==> src/rtl/bf_conv_pkg.sv <==
package bf_conv_pkg;
  localparam int WORD_W = 32;
  localparam int HALF_W = 16;
  localparam int EXPO_W = 8;

  typedef enum logic {
    DIR_NARROW = 1'b0,
    DIR_WIDEN  = 1'b1
  } dir_e;
endpackage

==> src/rtl/bf_narrow.sv <==
module bf_narrow #(
  parameter int WIDE_W   = bf_conv_pkg::WORD_W,
  parameter int NARROW_W = bf_conv_pkg::HALF_W,
  parameter int EXP_W    = bf_conv_pkg::EXPO_W
) (
  input  logic [WIDE_W-1:0]   wide_i,
  output logic [NARROW_W-1:0] narrow_o
);
  localparam int DROP   = WIDE_W - NARROW_W;
  localparam int MAN_W  = WIDE_W - 1 - EXP_W;
  localparam int NMAN_W = NARROW_W - 1 - EXP_W;

  logic              sgn;
  logic [EXP_W-1:0]  expo;
  logic [MAN_W-1:0]  man;
  logic              is_nan;
  logic [WIDE_W-1:0] round_add;
  logic [WIDE_W-1:0] summed;
  logic [NARROW_W-1:0] rounded;
  logic [NARROW_W-1:0] quiet;

  assign sgn  = wide_i[WIDE_W-1];
  assign expo = wide_i[WIDE_W-2 -: EXP_W];
  assign man  = wide_i[MAN_W-1:0];
  assign is_nan = (&expo) && (|man);

  // half-ulp minus one, plus the kept LSB: ties go to even
  assign round_add = WIDE_W'({(DROP-1){1'b1}}) + WIDE_W'(wide_i[DROP]);
  assign summed    = wide_i + round_add;
  assign rounded   = summed[WIDE_W-1:DROP];
  assign quiet     = {sgn, {EXP_W{1'b1}}, 1'b1, man[MAN_W-2 -: NMAN_W-1]};

  // NaN path wins over rounding
  assign narrow_o = is_nan ? quiet : rounded;

  always_comb begin
    if (is_nan) begin
      p_nan_quiet_r3: assert ((&narrow_o[NARROW_W-2 -: EXP_W]) && narrow_o[NMAN_W-1]
                              && narrow_o[NARROW_W-1] == sgn)
        else $error("NaN input did not leave as quiet NaN");
    end else begin
      p_num_not_nan_r4: assert (!((&narrow_o[NARROW_W-2 -: EXP_W]) && (|narrow_o[NMAN_W-1:0])))
        else $error("number input produced a NaN");
      p_sign_kept_r1: assert (narrow_o[NARROW_W-1] == sgn)
        else $error("sign changed by rounding");
    end
    if (man == '0 && (expo == '0 || (&expo))) begin
      p_special_pass_r5: assert (narrow_o == wide_i[WIDE_W-1 -: NARROW_W])
        else $error("zero or infinity altered");
    end
  end
endmodule

==> src/rtl/bf_widen.sv <==
module bf_widen #(
  parameter int WIDE_W   = bf_conv_pkg::WORD_W,
  parameter int NARROW_W = bf_conv_pkg::HALF_W
) (
  input  logic [NARROW_W-1:0] narrow_i,
  output logic [WIDE_W-1:0]   wide_o
);
  localparam int PAD = WIDE_W - NARROW_W;
  assign wide_o = {narrow_i, {PAD{1'b0}}};
endmodule

==> src/rtl/bf_out_stage.sv <==
module bf_out_stage #(
  parameter int W       = bf_conv_pkg::WORD_W,
  parameter bit REG_OUT = 1'b1
) (
  input  logic         clk,
  input  logic         rst_n,
  input  logic         in_valid,
  output logic         in_ready,
  input  logic [W-1:0] in_data,
  output logic         out_valid,
  input  logic         out_ready,
  output logic [W-1:0] out_data
);
  generate
    if (REG_OUT) begin : g_reg
      logic         vld_q;
      logic [W-1:0] dat_q;

      assign in_ready  = !vld_q || out_ready;
      assign out_valid = vld_q;
      assign out_data  = dat_q;

      always_ff @(posedge clk) begin
        if (!rst_n) begin
          vld_q <= 1'b0;
          dat_q <= '0;
        end else if (in_ready) begin
          vld_q <= in_valid;
          if (in_valid) dat_q <= in_data;
        end
      end

      p_hold_r8: assert property (@(posedge clk) disable iff (!rst_n)
        out_valid && !out_ready |=> out_valid && $stable(out_data))
        else $error("held result changed under back-pressure");
      p_stall_r8: assert property (@(posedge clk) disable iff (!rst_n)
        out_valid && !out_ready |-> !in_ready)
        else $error("input accepted while output blocked");
      p_latency_r8: assert property (@(posedge clk) disable iff (!rst_n)
        in_valid && in_ready |=> out_valid && out_data == $past(in_data))
        else $error("accepted item not presented next cycle");
    end else begin : g_comb
      assign in_ready  = out_ready;
      assign out_valid = in_valid;
      assign out_data  = in_data;
    end
  endgenerate
endmodule

==> src/rtl/bf_convert.sv <==
module bf_convert #(
  parameter int WIDE_W   = bf_conv_pkg::WORD_W,
  parameter int NARROW_W = bf_conv_pkg::HALF_W,
  parameter int EXP_W    = bf_conv_pkg::EXPO_W,
  parameter bit REG_OUT  = 1'b1
) (
  input  logic              clk,
  input  logic              rst_n,
  input  logic              in_valid,
  output logic              in_ready,
  input  logic              in_dir,
  input  logic [WIDE_W-1:0] in_word,
  output logic              out_valid,
  input  logic              out_ready,
  output logic [WIDE_W-1:0] out_word
);
  localparam int PAD = WIDE_W - NARROW_W;

  logic [NARROW_W-1:0] narrow_res;
  logic [WIDE_W-1:0]   widen_res;
  logic [WIDE_W-1:0]   result;

  bf_narrow #(.WIDE_W(WIDE_W), .NARROW_W(NARROW_W), .EXP_W(EXP_W)) u_narrow (
    .wide_i  (in_word),
    .narrow_o(narrow_res)
  );

  bf_widen #(.WIDE_W(WIDE_W), .NARROW_W(NARROW_W)) u_widen (
    .narrow_i(in_word[NARROW_W-1:0]),
    .wide_o  (widen_res)
  );

  assign result = (in_dir == bf_conv_pkg::DIR_WIDEN) ? widen_res
                                                     : {{PAD{1'b0}}, narrow_res};

  bf_out_stage #(.W(WIDE_W), .REG_OUT(REG_OUT)) u_out (
    .clk      (clk),
    .rst_n    (rst_n),
    .in_valid (in_valid),
    .in_ready (in_ready),
    .in_data  (result),
    .out_valid(out_valid),
    .out_ready(out_ready),
    .out_data (out_word)
  );

  generate
    if (REG_OUT) begin : g_chk_reg
      p_widen_pad_r6: assert property (@(posedge clk) disable iff (!rst_n)
        in_valid && in_ready && in_dir |=>
          out_word == {$past(in_word[NARROW_W-1:0]), {PAD{1'b0}}})
        else $error("widened word not zero padded");
      p_narrow_upper_r7: assert property (@(posedge clk) disable iff (!rst_n)
        in_valid && in_ready && !in_dir |=> out_word[WIDE_W-1:NARROW_W] == '0)
        else $error("narrow result upper half not zero");
      p_reset_idle_r8: assert property (@(posedge clk)
        !rst_n |=> !out_valid)
        else $error("output valid after reset");
    end else begin : g_chk_comb
      always_comb begin
        p_comb_pass_r9: assert (out_valid == in_valid && in_ready == out_ready)
          else $error("combinational handshake mismatch");
      end
    end
  endgenerate
endmodule

==> config.mk <==
export PLATFORM = sky130hd
export DESIGN_NAME = bf_convert
export DESIGN_NICKNAME = d
export VERILOG_FILES = /design/src/rtl/bf_conv_pkg.sv /design/src/rtl/bf_narrow.sv /design/src/rtl/bf_widen.sv /design/src/rtl/bf_out_stage.sv /design/src/rtl/bf_convert.sv
export SDC_FILE = /design/constraint.sdc
export NUM_CORES = 1
export LEC_CHECK = 0
export BUFFER_PORTS_ARGS = -buffer_cell sky130_fd_sc_hd__buf_2
export CAP_MARGIN = 0
export CORE_MARGIN = 8
export CORE_UTILIZATION = 51
export CTS_BUF_LIST = sky130_fd_sc_hd__clkbuf_4 sky130_fd_sc_hd__clkbuf_8 sky130_fd_sc_hd__clkbuf_16
export DETAILED_ROUTE_END_ITERATION = 8
export GPL_TIMING_DRIVEN = 0
export PLACE_DENSITY = 0.86
export SLEW_MARGIN = 20
export SYNTH_ARGS = -nofsm -noshare
export SYNTH_HDL_FRONTEND = slang
export SYNTH_SLANG_ARGS = --single-unit
==> constraint.sdc <==
create_clock -name clk -period 2.7 [get_ports clk]
set_input_delay 0.27 -clock clk [delete_from_list [all_inputs] [get_ports clk]]
set_output_delay 0.27 -clock clk [all_outputs]
set_load 0.02 [all_outputs]
==> impl_metrics.ini <==
[power]
p_sw_w = 0.0003988
power.leakage_nw = 1.209
p_seq_share_pct = 40.9
powerDensity_nw_per_um2 = 450.8
p_clk_share_pct = 32.8
internal-power_w = 0.0008662
switching_share_pct = 31.53
pwr-share-comb_pct = 26.3
p_total_w = 0.001265
vdd_drop_max_mv = 0.3166

[sta]
tightest_slew_ns = 0.9930
fin_skew_ns = 0.006043
period_share_pct = 96.48
fin_setup_tns_ns = 0
finalHoldViolCount = 0
max_freq_mhz = 383.9
slew_violations = 0
min_period_ns = 2.605
slew_headroom_pct = 33.65
rsz0062_at_grt = yes
setup_viol = 0
hold-worst-slack_ns = 0.2423

[logic_synthesis]
netlist_instances = 290
synth_nets = 343
synth_cell_types = 53
async_flop_share_pct = 0
ys_ff_latch = 33
synthFlopType = dfxtp_1
synth_compound_area_share_pct = 25.73
ys_warn_count = 0
synth_xor_area_share_pct = 2.734
netlist_area_um2 = 2242
synth_top_family_by_area = simple AND/OR/NAND/NOR gates
synth.area.mux_share_pct = 0
syn_avg_cell_area_um2 = 7.732
synth_fa_ha_area_share_pct = 8.929
yosysSeqAreaShare_pct = 29.46
synth_edf_count = 0
yosys.area_share.simple_pct = 29.19

[setup_path]
cp.arrival_ns = 2.81
worstSetupEndpoint = u_out.out_data[12]
rr_worst_depth = 6
cp-startpoint = in_word[16]
start_kind = input port
regToRegSetupSlack_ns = 0.74
worstSetupPathType = in2reg
reg2reg_from = u_out.out_valid
rr_endpoint = u_out.out_data[9]
cp_max_fo = 14
cp-end-kind = flip-flop
crit_required_ns = 2.91

[place]
io_buffer_count = 68
hpwl_um = 5210
routabilityCongestion = 0.8918
place_area_um2 = 2648

[cts]
clk_latency_ns = 0.28
cts-root-buf = clkbuf_8
tritoncts = yes
clk_pin_slew_ns = 0.07
h-tree-depth = 2
clk_path_buf_depth = 2
cts_hold_buffers = 0
cts_inserted_buffers = 5
clock-sinks = 33

[floorplanning]
pin_count = 71
die_h_um = 82.31
die_width_um = 82.31
core_area_um2 = 4294
rows = 24
die-area_um2 = 6774
initial_core_util_pct = 52.21

[global_routing]
grt_overflow = 0
grt_max_degree = 16
grt_pass1_vias = 2320
grt_antenna_before_repair = 0
grt_pass1_wl_um = 10340
gr-usage-all-layers_pct = 18.91

[worst_hold_path]
hp-class = in2reg

[status]
outcome = finished clean

[final_layout]
num-fill-cells = 389
nets = 423
n_antenna_cell = 0
layout-drive-gt1-share_pct = 26.15
syn_to_final_growth_pct = 25.17
final_cell_area_um2 = 2806

[route]
remaining_drc_errors = 0
firstDrtPassIters = 4
wl_per_cell_um = 15.81
totalWireLength_um = 6688
vias = 2491
drtIter0Drc = 180
viasPerCell = 5.889
drtAntennaViolNets = 0

[flow_run]
drv_cap = 0
==> timing repair <==
item	in CTS	in global routing
resized for setup	0	4
endpoints found under the setup margin	0	6
setup buffers	0	5
==> through the flow <==
stage	utilization (%)	setup slack, ns	cells
after floorplan	-	0.3827	290
after global placement	61.66	-0.1959	410
after detailed placement	61.66	-0.2934	410
after CTS	64.02	0.0004345	418
after global routing	65.36	-0.05478	423
final	65.36	0.09510	423
==> power by group through the flow <==
stage	clock network, W	logic (W)	registers, W
after global routing	0.000452	0.000362	0.000520
after global placement	0	0.000309	0.000528
final	0.000415	0.000332	0.000518
after CTS	0.000425	0.000318	0.000518
after floorplan	0	0.000178	0.000555
after detailed placement	0	0.000315	0.000529
==> cell usage in the layout (no fill, tap or decap), types with 4 or more instances in the layout <==
cell type and count:
inv_1 7, nor4_1 9, nor2_1 14, a21boi_0 18, buf_2 70, buf_4 5, nand4_1 4, ha_1 14
o21ai_0 12, xnor2_1 5, clkbuf_1 9, clkbuf_8 7, o21ai_1 5, nor3_1 6, a21oi_1 17, dfxtp_1 33
nand3b_1 4, nand2_1 48, nand3_1 26, o211ai_1 4
==> cells by family after synthesis <==
group                    Yosys count
AO/OA/AOI/OAI                     82
buffers and inverters             21
XOR/XNOR                           7
adder cells (fa/ha/maj)           16
AND/OR/NAND/NOR                  131
flip-flops                        33
==> cells in the mapped netlist (4+ instances only) <==
cell type	instances	share of area [%]
a21boi_0	18	6.0
a21oi_1	17	3.8
clkbuf_1	9	1.5
dfxtp_1	33	29
ha_1	16	8.9
inv_1	8	1.3
nand2_1	48	8.0
nand3_1	26	5.8
nand3b_1	4	1.3
nand4_1	4	1.1
nor2_1	14	2.3
nor3_1	6	1.3
nor4_1	9	2.5
o211ai_1	4	1.3
o21ai_0	12	2.7
o21ai_1	5	1.1
xnor2_1	5	2.0
==> worst max-delay path: stages <==
cell and delay, ns:
buf_2 0.21, clkinvlp_4 0.31, buf_4 0.24, ha_1 0.32, a21oi_1 0.22, nor2b_1 0.07
a221o_1 0.33, a221oi_4 0.36, nor3_2 0.14, nor3b_1 0.19, o31ai_2 0.17
==> final cells by class <==
cell class | instances | area (um2) | share of cell area, %
well taps | 52 | 65.06 | 2.318
plain buffers | 13 | 58.81 | 2.095
clock inverters | 1 | 5.005 | 0.1783
repair buffers | 73 | 377.9 | 13.46
clock buffers | 7 | 96.34 | 3.433
inverters | 8 | 33.78 | 1.204
flip-flops and latches | 33 | 660.6 | 23.54
multi-input cells | 236 | 1509 | 53.77
==> registers in the layout, indices dropped and copies added (netlist names) <==
name             cells
u_out.out_data      32
u_out.out_valid      1
==> worst min-delay path by stage <==
stage	from	endpoint	slack, ns	depth (start not counted)
after floorplan	in_word[30]	u_out.out_data[14]	0.39	2
after global routing	in_word[30]	u_out.out_data[14]	0.23	3
after detailed placement	u_out.out_data[0]	u_out.out_data[0]	0.44	2
after global placement	u_out.out_data[2]	u_out.out_data[2]	0.43	2
after CTS	in_word[30]	u_out.out_data[14]	0.23	3
final	in_word[30]	u_out.out_data[14]	0.24	3
==> layer usage <==
layer	up-vias	GRT usage (%)	part of all wire, %
li1	1232	-	-
met1	1173	22.96	42
met2	80	31.40	48
met3	6	6.277	9.2
met4	0	4.561	0.55
met5	-	0	0
No activity file was read; power rests on OpenSTA's default activity.
